### src/rtl/rsp_resolver.sv
module rsp_resolver #(
  parameter int N_PE = 4
) (
  input  logic            clk,
  input  logic            rst_n,
  input  logic            op_vld,
  input  logic [1:0]      op_code,
  input  logic [N_PE-1:0] rsp_in,
  output logic [N_PE-1:0] rsp_before,
  output logic            any_rsp,
  output logic [N_PE-1:0] rsp_out,
  output logic [N_PE-1:0] sel_out,
  output logic            done,
  output logic            res_vld
);

  localparam logic [1:0] OP_STEP = 2'd0;
  localparam logic [1:0] OP_FIND = 2'd1;
  localparam logic [1:0] OP_RSLV = 2'd2;
  localparam logic [N_PE-1:0] ONE = {{(N_PE-1){1'b0}}, 1'b1};

  logic [N_PE:0]   chain;
  logic [N_PE-1:0] winner;
  logic [N_PE-1:0] nxt_rsp, nxt_sel;
  logic            nxt_done;

  assign chain[0] = 1'b0;
  for (genvar i = 0; i < N_PE; i++) begin : g_chain
    assign chain[i+1] = chain[i] | rsp_in[i];
  end

  assign rsp_before = chain[N_PE-1:0];
  assign any_rsp    = chain[N_PE];
  assign winner     = rsp_in & ~rsp_before;

  always_comb begin
    nxt_sel  = winner;
    nxt_done = ~any_rsp;
    case (op_code)
      OP_STEP: nxt_rsp = rsp_in & ~winner;
      OP_FIND: nxt_rsp = rsp_in;
      OP_RSLV: nxt_rsp = winner;
      default: begin
        nxt_rsp  = rsp_in;
        nxt_sel  = '0;
        nxt_done = 1'b0;
      end
    endcase
  end

  always_ff @(posedge clk or negedge rst_n) begin
    if (!rst_n) begin
      rsp_out <= '0;
      sel_out <= '0;
      done    <= 1'b0;
      res_vld <= 1'b0;
    end else begin
      res_vld <= op_vld;
      if (op_vld) begin
        rsp_out <= nxt_rsp;
        sel_out <= nxt_sel;
        done    <= nxt_done;
      end
    end
  end

  AST_SEL_ONEHOT: assert property (@(posedge clk) disable iff (!rst_n)
    $onehot0(sel_out));

  AST_SEL_LOWEST: assert property (@(posedge clk) disable iff (!rst_n)
    op_vld && op_code != 2'd3 |=> sel_out == ($past(rsp_in) & (~$past(rsp_in) + ONE)));

  AST_STEP_SPLIT: assert property (@(posedge clk) disable iff (!rst_n)
    op_vld && op_code == OP_STEP |=> ((rsp_out | sel_out) == $past(rsp_in)) && ((rsp_out & sel_out) == '0));

  AST_FIND_KEEP: assert property (@(posedge clk) disable iff (!rst_n)
    op_vld && op_code == OP_FIND |=> rsp_out == $past(rsp_in));

  AST_RSLV_ONLY: assert property (@(posedge clk) disable iff (!rst_n)
    op_vld && op_code == OP_RSLV |=> rsp_out == sel_out);

  AST_DONE_EMPTY: assert property (@(posedge clk) disable iff (!rst_n)
    op_vld && op_code != 2'd3 |=> done == ($past(rsp_in) == '0));

  AST_IDLE_HOLD: assert property (@(posedge clk) disable iff (!rst_n)
    !op_vld |=> !res_vld && $stable(rsp_out) && $stable(sel_out) && $stable(done));

endmodule

### config.mk
export PLATFORM = sky130hd
export DESIGN_NAME = rsp_resolver
export DESIGN_NICKNAME = d
export VERILOG_FILES = /design/src/rtl/rsp_resolver.sv
export SDC_FILE = /design/constraint.sdc
export NUM_CORES = 1
export LEC_CHECK = 0
export ABC_CLOCK_PERIOD_IN_PS = 3500
export BUFFER_PORTS_ARGS = -buffer_cell sky130_fd_sc_hd__buf_2
export CAP_MARGIN = 20
export CORE_AREA = 2 2 39 41
export CTS_CLUSTER_DIAMETER = 30
export DETAILED_ROUTE_END_ITERATION = 10
export DIE_AREA = 0 0 41 43
export PLACE_DENSITY = 0.76
export SLEW_MARGIN = 20
export SYNTH_ARGS = -nofsm -noshare
export SYNTH_HDL_FRONTEND = slang
export SYNTH_SLANG_ARGS = --single-unit
### constraint.sdc
create_clock -name clk -period 3.5 [get_ports clk]
set_input_delay 0.7 -clock clk [delete_from_list [all_inputs] [get_ports clk]]
set_output_delay 0.7 -clock clk [all_outputs]
set_load 0.05 [all_outputs]
==> impl_metrics.csv, run 1 <==
group,metric,value,unit
cts,cts_tree,"done",
layout,num_antenna_cells,0,
critical_path,r2r-end,"sel_out[3]",
layout,fill_cells,134,
routing,first_iter_violations,17,
critical_path,crit_path_top_delay_cell,"or3_4",
critical_path,worst_ep_required_time,2.80,ns
yosys,synth_mux_area_frac,0,
routing,dr.pass1.iters,4,
critical_path,rr_startpoint,"sel_out[3]",
cts,clock_sinks,10,
floorplanning,initial_utilization,0.365,
routing,vias,470,
timing,fin_crit,2.42,ns
place,hpwl,785,µm
grt,grt_pass1_wl,1.84,mm
yosys,synth_compound_area_frac,0.171,
yosys,synth-edff-count,0,
floorplanning,die_h,43,µm
layout,syn2layout_area_growth,26.2,%
timing,fin_crit_sh,0.690,
critical_path,cpMostUsedCell,"buf_2",
floorplanning,ioPinCount,24,
cts,clock_latency,0.26,ns
floorplanning,core,0.00138,mm²
yosys,synthXorXnorAreaFrac,0.0173,
yosys,synth.area.top_cells,"dfrtp_1 50%, inv_1 7.4%, o21ai_0 5.0%, buf_4 3.0%, nand2_1 3.0%",
routing,vias_per_cell,5.16,
outcome,status,"completed",
timing,final_max_slew_viol_count,0,
layout,fin_area,638,µm²
critical_path,cp-end-kind,"output port",
timing,finClkSkew,0,ns
floorplanning,dieArea,0.00176,mm²
cts,h-tree-depth,1,
yosys,synth_top_area_frac,0.495,
yosys,synth_top_family_by_area,"compound AO/OA/AOI/OAI gates",
yosys,ys_types,25,
critical_path,reg2regPathDepth,2,
timing,fin_ws,1.08,ns
timing,setup_tns,0,ns
layout,final_util,0.461,
critical_path,start_kind,"input port",
timing,setup_viol,0,
hold_path,hold_class,"input port to asynchronous set/reset pin",
grt,grt_pass1_vias,423,
yosys,synth_fp_nets,63,
grt,antenna_found_initial,0,
floorplanning,die_w,41,µm
cts,cts_resized,0,
cts,clockBufferDepth,2,
timing,fmax,414,MHz
yosys,syn_area,505,µm²
cts,holdBufCountCts,0,
yosys,yosysWarnings,0,
yosys,async_flop_share,1.00,
critical_path,path_cells,"buf_2, or3_4, or2_4, buf_2",
critical_path,cp_top_family,"simple AND/OR/NAND/NOR gates",
routing,route.detailed.drc,0,
place,pre_cts_slack,1.10,ns
grt,overflow,0,
critical_path,r2r_slack,2.86,ns
routing,antenna_left,0,
flow_run,cap_violations,0,
routing,routedWlPerCell,12.3,µm
yosys,syn_avg_cell_area,9.36,µm²
critical_path,max_stage_delay,0.41,ns
yosys,yosysSeqAreaShare,0.495,
critical_path,worstPathArrival,1.72,ns
grt,grt_max_degree,20,
grt,gr-usage-all-layers,0.156,
yosys,synthCells,54,
layout,nets,85,
yosys,ys_ff_latch,10,
layout,layout-drive-gt1-share,0.387,
power,total_power,0.312,mW
power,ir_drop,229,µV
place,placed_area,602,µm²
critical_path,crit_fanout,10,
yosys,ys.flop_type,"dfrtp_1",
power,powerDensity,489,mW/mm²
power,total_leakage_power,0.318,nW
critical_path,path_class,"input port to output port",
yosys,yosysTopAreaCell,"dfrtp_1",
yosys,synth-adder-area-share,0,
critical_path,critical_path_buf_inv_count,2,
floorplanning,core.rowCount,14,
cts,post-cts-setup-buffers,0,
place,gp_congestion,0.817,
yosys,synthSimpleGateAreaFrac,0.168,
place,portBuffers,22,
timing,rsz0062_at_grt,"false",
routing,wirelength,1.12,mm
cts,root_buffer,"clkbuf_4",
timing,finalHoldViolCount,0,
cts,numCtsBuffers,3,
cts,clk_pin_slew,0.07,ns
[cell usage in the layout, fill, tap and decap left out]
master	n
o211ai_1	2
nor4_1	1
conb_1	1
a21oi_1	1
buf_2	22
nand2_1	4
or3_4	1
o21ai_0	5
or4_1	1
clkbuf_4	3
o22ai_1	2
o31ai_1	1
nand4_1	1
nor2_1	1
o22ai_2	1
dfrtp_1	10
nand4b_1	1
nor3b_1	1
nand3_1	2
inv_1	10
xor2_1	1
or2_4	1
clkbuf_8	1
o32ai_1	1
[Yosys cell counts, types with 2 or more instances]
master    instances
dfrtp_1          10
inv_1            10
o21ai_0           5
nand2_1           4
buf_4             2
nand3_1           2
o211ai_1          2
o22ai_1           2
[report_power, final]
part           internal (mW)  total, mW  switching (mW)
registers              0.124      0.128         0.00359
logic                 0.0185     0.0815          0.0630
clock network         0.0632      0.103          0.0397
total                  0.206      0.312           0.106
[cells by family (layout without fill, tap and decap cells)]
kind of cell           count (synthesis)  in the layout
AO/OA/AOI/OAI                         13             13
XOR/XNOR                               1              1
buffers and inverters                 15             36
flip-flops                            10             10
other                                  1              1
AND/OR/NAND/NOR                       14             14
[layer usage]
layer / track usage / share of wire / wire length [µm] / vias up
li1: - / - / - / 221
met1: 0.211 / 0.45 / 504 / 222
met2: 0.206 / 0.45 / 505 / 25
met3: 0.0471 / 0.086 / 96 / 2
met4: 0.100 / 0.012 / 14 / 0
met5: 0 / 0 / 0 / -
[cell type report]
| class | count | area, µm² | share of cell area |
|---|---|---|---|
| Sequential cell | 10 | 250 | 0.392 |
| Multi-Input combinational cell | 29 | 184 | 0.288 |
| Timing Repair Buffer | 22 | 110 | 0.173 |
| Inverter | 10 | 37.5 | 0.0588 |
| Clock buffer | 4 | 36.3 | 0.0569 |
| Tap cell | 16 | 20.0 | 0.0314 |
[flip-flops by register name (all words and copies together), names as in the netlist]
register	flops
done	1
res_vld	1
rsp_out	4
sel_out	4
[through the flow]
stage                     hold WS (ns)  cells
final                            0.287     91
after floorplan                  0.404     54
after CTS                        0.287     91
after global routing             0.291     91
after detailed placement         0.511     87
after global placement           0.505     87
[worst max-delay path by stage]
stage	startpoint	end	slack (ns)	depth (start not counted)
CTS	rsp_in[0]	any_rsp	1.09	4
global placement	rsp_in[0]	any_rsp	1.11	4
finish	rsp_in[0]	any_rsp	1.08	4
floorplan	rsp_in[0]	any_rsp	1.17	3
detailed placement	rsp_in[0]	any_rsp	1.10	4
global route	rsp_in[0]	any_rsp	1.06	4
No activity file was read; power rests on OpenSTA's default activity.
==> run 2: changes to the inputs <==
==> config.mk (replaced) <==
export PLATFORM = sky130hd
export DESIGN_NAME = rsp_resolver
export DESIGN_NICKNAME = d
export VERILOG_FILES = /design/src/rtl/rsp_resolver.sv
export SDC_FILE = /design/constraint.sdc
export NUM_CORES = 1
export LEC_CHECK = 0
export ABC_AREA = 1
export ABC_CLOCK_PERIOD_IN_PS = 2080
export BUFFER_PORTS_ARGS = -buffer_cell sky130_fd_sc_hd__buf_2
export CAP_MARGIN = 20
export CORE_MARGIN = 2
export CORE_UTILIZATION = 38
export CTS_CLUSTER_DIAMETER = 30
export DETAILED_ROUTE_END_ITERATION = 10
export PLACE_DENSITY = 0.79
export SLEW_MARGIN = 20
export SYNTH_ARGS = -nofsm -noshare
export SYNTH_HDL_FRONTEND = slang
export SYNTH_SLANG_ARGS = --single-unit
==> constraint.sdc (replaced) <==
create_clock -name clk -period 2.08 [get_ports clk]
set_input_delay 0.416 -clock clk [delete_from_list [all_inputs] [get_ports clk]]
set_output_delay 0.416 -clock clk [all_outputs]
set_load 0.05 [all_outputs]
==> impl_metrics.csv, run 2 <==
group,metric,value,unit
outcome,status,"completed",
critical_path,cpMostUsedCell,"buf_2",
grt,overflow,0,
place,dp_cells,95,
yosys,synth_mux_area_frac,0,
yosys,synth_top_family_by_area,"simple AND/OR/NAND/NOR gates",
grt,grt_pass1_wl,1.56,mm
layout,top_regs,"rsp_out x4, sel_out x4",
critical_path,worst_ep_required_time,1.66,ns
critical_path,cp-end-kind,"output port",
hold_path,hold_class,"input port to flip-flop",
yosys,yosysTopAreaCell,"dfrtp_1",
timing,rsz0062_at_grt,"false",
yosys,synthCells,61,
timing,setup_viol,0,
yosys,synth_compound_area_frac,0.0987,
timing,fin_crit,1.65,ns
cts,h-tree-depth,1,
layout,num_antenna_cells,0,
layout,instances_no_fill,100,
routing,route.detailed.drc,0,
cts,cts_tree,"done",
cts,clock_latency,0.27,ns
floorplanning,core.rowCount,12,
yosys,yosysSeqAreaShare,0.506,
yosys,async_flop_share,1.00,
layout,final_common_cell,"buf_2",
critical_path,reg2regPathDepth,2,
timing,setup_tns,0,ns
critical_path,critical_path_buf_inv_count,2,
layout,mostFrequentLayoutCells,"22 x buf_2, 21 x nand2_1, 10 x dfrtp_1, 6 x inv_1, 5 x nand3_1",
yosys,synth.area.top_cells,"dfrtp_1 51%, nand2_1 16%, nand3_1 5.1%, inv_1 4.6%, o21ai_1 3.0%",
yosys,yosysMostFrequentCell,"nand2_1",
critical_path,r2r-end,"sel_out[0]",
routing,antenna_left,0,
cts,numCtsBuffers,3,
yosys,yosysWarnings,0,
timing,fmax,605,MHz
timing,finClkSkew,0,ns
routing,routedWlPerCell,10.3,µm
routing,wirelength,1.03,mm
critical_path,worst-path-stages,5,
layout,seq_area,250,µm²
cts,clock_sinks,10,
yosys,synthSimpleGateAreaFrac,0.296,
floorplanning,core,0.00116,mm²
flow_run,cap_violations,0,
layout,fill_cells,108,
layout,nets,96,
hold_path,hold_depth,1,
critical_path,crit_fanout,6,
yosys,syn_avg_cell_area,8.10,µm²
power,total_leakage_power,0.377,nW
layout,multiInputGateArea,199,µm²
cts,clockBufferDepth,2,
critical_path,worstPathArrival,1.24,ns
critical_path,endpoint,"any_rsp",
critical_path,rr_startpoint,"sel_out[0]",
floorplanning,initial_utilization,0.427,
critical_path,path_cells,"buf_2, nor2_4, nand2_4, or2_4, buf_2",
yosys,synth-edff-count,0,
grt,antenna_found_initial,0,
grt,grt_max_degree,11,
floorplanning,dieArea,0.00161,mm²
yosys,synth_top_area_frac,0.506,
layout,syn2layout_area_growth,32.2,%
floorplanning,die_w,40.1,µm
grt,gr-usage-all-layers,0.160,
timing,fin_crit_sh,0.795,
routing,vias_per_cell,4.67,
place,gp_congestion,0.823,
critical_path,cp_top_family,"simple AND/OR/NAND/NOR gates",
routing,dr.pass1.iters,4,
yosys,synth-adder-area-share,0,
yosys,ys_ff_latch,10,
yosys,synth_fp_nets,70,
yosys,syn_area,494,µm²
yosys,ys.flop_type,"dfrtp_1",
yosys,ys_types,16,
floorplanning,ioPinCount,24,
critical_path,path_class,"input port to output port",
routing,vias,467,
yosys,synthTopCellsByCount,"21 x nand2_1, 10 x dfrtp_1, 6 x inv_1, 5 x nand3_1",
critical_path,crit_path_top_delay_cell,"or2_4",
critical_path,max_stage_delay,0.23,ns
floorplanning,die_h,40.1,µm
power,powerDensity,803,mW/mm²
critical_path,start_kind,"input port",
cts,clk_pin_slew,0.06,ns
place,portBuffers,22,
timing,final_max_slew_viol_count,0,
place,hpwl,794,µm
power,ir_drop,455,µV
cts,root_buffer,"clkbuf_4",
yosys,synthXorXnorAreaFrac,0,
layout,layout-drive-gt1-share,0.360,
routing,first_iter_violations,16,
critical_path,r2r_slack,1.46,ns
grt,grt_pass1_vias,370,
cts,cts_resized,0,
timing,finalHoldViolCount,0,
critical_path,crit_start,"rsp_in[0]",
## run 2: cell count changes in the layout (fill, tap and decap cells not counted), sizes merged, moves of 2 or more
cell | before | now
o211ai | 2 | 0
o22ai | 3 | 0
nand3 | 2 | 5
inv | 10 | 7
nor2 | 1 | 4
nand2 | 4 | 22
## run 2: worst min path at each step
stage	start	end
finish	op_vld	res_vld
global route	op_vld	res_vld
CTS	op_vld	res_vld
detailed placement	rst_n	done
global placement	rst_n	sel_out[0]
floorplan	rst_n	done
## run 2: area by class of cell
cell class / instances / share of cell area
multi-input cells: 41 / 0.305
flip-flops and latches: 10 / 0.383
repair buffers: 23 / 0.184
inverters: 8 / 0.0460
clock buffers: 4 / 0.0556
well taps: 14 / 0.0268
## run 2: cells by family after synthesis
family,after synthesis
other,1
AND/OR/NAND/NOR,32
AO/OA/AOI/OAI,8
buffers and inverters,10
flip-flops,10
## run 2: metal layers
metal / track usage / vias up / part of all wire
li1: - / 240 / -
met1: 0.177 / 197 / 0.44
met2: 0.238 / 28 / 0.42
met3: 0.0833 / 2 / 0.12
met4: 0.103 / 0 / 0.018
met5: 0 / - / 0
## run 2: report_power, final
| part | switching, mW | internal, mW |
|---|---|---|
| Clock | 0.0669 | 0.106 |
| Combinational | 0.106 | 0.0312 |
| Sequential | 0.00622 | 0.208 |
## run 2: worst reg2reg max path, stage by stage (launching register included)
cell and delay, ns:
dfrtp_1 0.37, nand2_1 0.06, o21ai_0 0.07
## run 2: per-stage QoR
step	worst slack, ns	hold slack, ns	instance area, µm²	utilization	power (mW)
2_1_floorplan	0.640	0.120	494	-	0.316
3_3_place_gp	0.447	0.281	607	0.525	0.353
3_5_place_dp	0.424	0.287	607	0.525	0.354
4_1_cts	0.423	0.346	653	0.565	0.530
6_report	0.426	0.350	653	0.565	0.525
5_1_grt	0.394	0.331	653	0.565	0.555
## run 2: timing repair
action                                 4_1_cts  5_1_grt
endpoints found under the hold margin        6        0
hold buffers                                 1        0
setup buffers                                0        0
==> run 3: changes to the inputs <==
--- a/config.mk
+++ b/config.mk
@@ -6,14 +6,14 @@
 export NUM_CORES = 1
 export LEC_CHECK = 0
 export ABC_AREA = 1
-export ABC_CLOCK_PERIOD_IN_PS = 2080
+export ABC_CLOCK_PERIOD_IN_PS = 1700
 export BUFFER_PORTS_ARGS = -buffer_cell sky130_fd_sc_hd__buf_2
 export CAP_MARGIN = 20
-export CORE_MARGIN = 2
-export CORE_UTILIZATION = 38
+export CORE_AREA = 2 2 39 41
 export CTS_CLUSTER_DIAMETER = 30
 export DETAILED_ROUTE_END_ITERATION = 10
-export PLACE_DENSITY = 0.79
+export DIE_AREA = 0 0 41 43
+export PLACE_DENSITY = 0.75
 export SLEW_MARGIN = 20
 export SYNTH_ARGS = -nofsm -noshare
 export SYNTH_HDL_FRONTEND = slang
==> constraint.sdc (replaced) <==
create_clock -name clk -period 1.7 [get_ports clk]
set_input_delay 0.34 -clock clk [delete_from_list [all_inputs] [get_ports clk]]
set_output_delay 0.34 -clock clk [all_outputs]
set_load 0.05 [all_outputs]
==> impl_metrics.csv, run 3 (same netlist as run 2, synthesis figures left out) <==
group,metric,value,unit
layout,top_regs,"rsp_out x4, sel_out x4",
grt,grt_max_degree,11,
place,portBuffers,22,
cts,post-cts-setup-buffers,0,
power,total_leakage_power,0.370,nW
routing,routedWlPerCell,10.9,µm
timing,setup_viol,0,
critical_path,cp_top_family,"simple AND/OR/NAND/NOR gates",
timing,fin_ws,0.202,ns
hold_path,hold_depth,1,
floorplanning,core,0.00138,mm²
routing,dr.pass1.iters,4,
cts,h-tree-depth,1,
place,gp_congestion,0.826,
grt,gr-usage-all-layers,0.160,
grt,grt_pass1_wl,1.86,mm
power,powerDensity,915,mW/mm²
cts,clock_sinks,10,
critical_path,cp-end-kind,"output port",
critical_path,crit_fanout,6,
layout,final_util,0.464,
timing,fin_crit,1.50,ns
power,power_switching,0.213,mW
routing,first_iter_violations,8,
cts,cts_tree,"done",
layout,nets,96,
place,pre_cts_slack,0.208,ns
timing,fmax,668,MHz
floorplanning,core.rowCount,14,
grt,overflow,0,
critical_path,start_kind,"input port",
critical_path,cpMostUsedCell,"buf_2",
flow_run,cap_violations,0,
layout,final_common_cell,"buf_2",
power,swShare,0.362,
routing,wirelength,1.10,mm
layout,instances_no_fill,101,
critical_path,worst_ep_required_time,1.36,ns
critical_path,reg2regPathDepth,2,
critical_path,worstPathArrival,1.16,ns
critical_path,rr_startpoint,"sel_out[1]",
floorplanning,die_w,41,µm
floorplanning,ioPinCount,24,
layout,syn2layout_area_growth,29.9,%
critical_path,r2r_slack,1.06,ns
hold_path,hp-start,"op_vld",
floorplanning,dieArea,0.00176,mm²
timing,fin_crit_sh,0.881,
grt,grt_pass1_vias,434,
power,seq_power_share,0.447,
floorplanning,initial_utilization,0.357,
layout,num_antenna_cells,0,
grt,antenna_found_initial,0,
power,p_int,0.375,mW
cts,root_buffer,"clkbuf_4",
place,placed_area,609,µm²
place,dp_cells,97,
layout,mostFrequentLayoutCells,"22 x buf_2, 21 x nand2_1, 10 x dfrtp_1, 6 x inv_1, 5 x nand3_1",
power,p_comb_frac,0.286,
critical_path,critical_path_buf_inv_count,2,
routing,route.detailed.drc,0,
routing,antenna_left,0,
critical_path,r2r-end,"sel_out[1]",
routing,vias,470,
floorplanning,die_h,43,µm
hold_path,hold_class,"input port to flip-flop",
layout,layout-drive-gt1-share,0.353,
cts,numCtsBuffers,3,
cts,clock_latency,0.26,ns
power,ir_drop,325,µV
critical_path,path_class,"input port to output port",
critical_path,crit_path_top_delay_cell,"or2_4",
timing,setup_tns,0,ns
critical_path,max_stage_delay,0.23,ns
cts,clk_pin_slew,0.06,ns
critical_path,path_cells,"buf_2, nor2_4, nand2_4, or2_4, buf_2",
power,clockPowerShare,0.267,
hold_path,min_to,"res_vld",
timing,rsz0062_at_grt,"false",
timing,finalHoldViolCount,0,
timing,final_max_slew_viol_count,0,
layout,fin_area,642,µm²
timing,finClkSkew,0,ns
place,hpwl,855,µm
routing,vias_per_cell,4.65,
outcome,status,"completed",
cts,clockBufferDepth,2,
run 3: cell count changes in the layout (fill, tap and decap cells not counted), sizes merged:
cell and delta:
clkbuf -1
run 3: layout make-up:
class,instances,area (µm²)
sequential,10,250
fill,150,742
timing repair buffer,23,120
inverter,8,30.0
clock buffer,3,22.5
multi-input combinational,41,199
tap,16,20.0
run 3: metal layers:
layer / GRT usage / vias up / part of all wire
met5: 0 / - / 0
met4: 0.120 / 0 / 0.040
met3: 0.0314 / 5 / 0.063
met2: 0.206 / 23 / 0.43
met1: 0.226 / 204 / 0.47
li1: - / 238 / -
run 3: timing repair:
item,in CTS,in global routing
hold buffers,1,0
setup endpoints to repair,0,0
resized for setup,0,0
hold endpoints to repair,10,0
run 3: metrics by stage:
| step | hold WS, ns | power [mW] |
|---|---|---|
| after floorplan | 0.0444 | 0.387 |
| after global placement | 0.204 | 0.431 |
| after detailed placement | 0.212 | 0.434 |
| after CTS | 0.274 | 0.593 |
| after global routing | 0.273 | 0.621 |
| final | 0.283 | 0.587 |
run 3: power groups by stage:
stage	registers (mW)	logic, mW	clock network (mW)
4_1_cts	0.263	0.169	0.161
3_3_place_gp	0.266	0.165	0
3_5_place_dp	0.267	0.167	0
6_report	0.263	0.168	0.157
2_1_floorplan	0.328	0.0590	0
5_1_grt	0.265	0.182	0.173
run 3: worst max-delay path by stage:
stage | slack (ns) | to | start | cells past startpoint
after floorplan | 0.41 | any_rsp | rsp_in[0] | 3
after global placement | 0.22 | any_rsp | rsp_in[0] | 5
after detailed placement | 0.21 | any_rsp | rsp_in[0] | 5
after CTS | 0.21 | any_rsp | rsp_in[0] | 5
after global routing | 0.15 | any_rsp | rsp_in[0] | 5
final | 0.20 | any_rsp | rsp_in[0] | 5
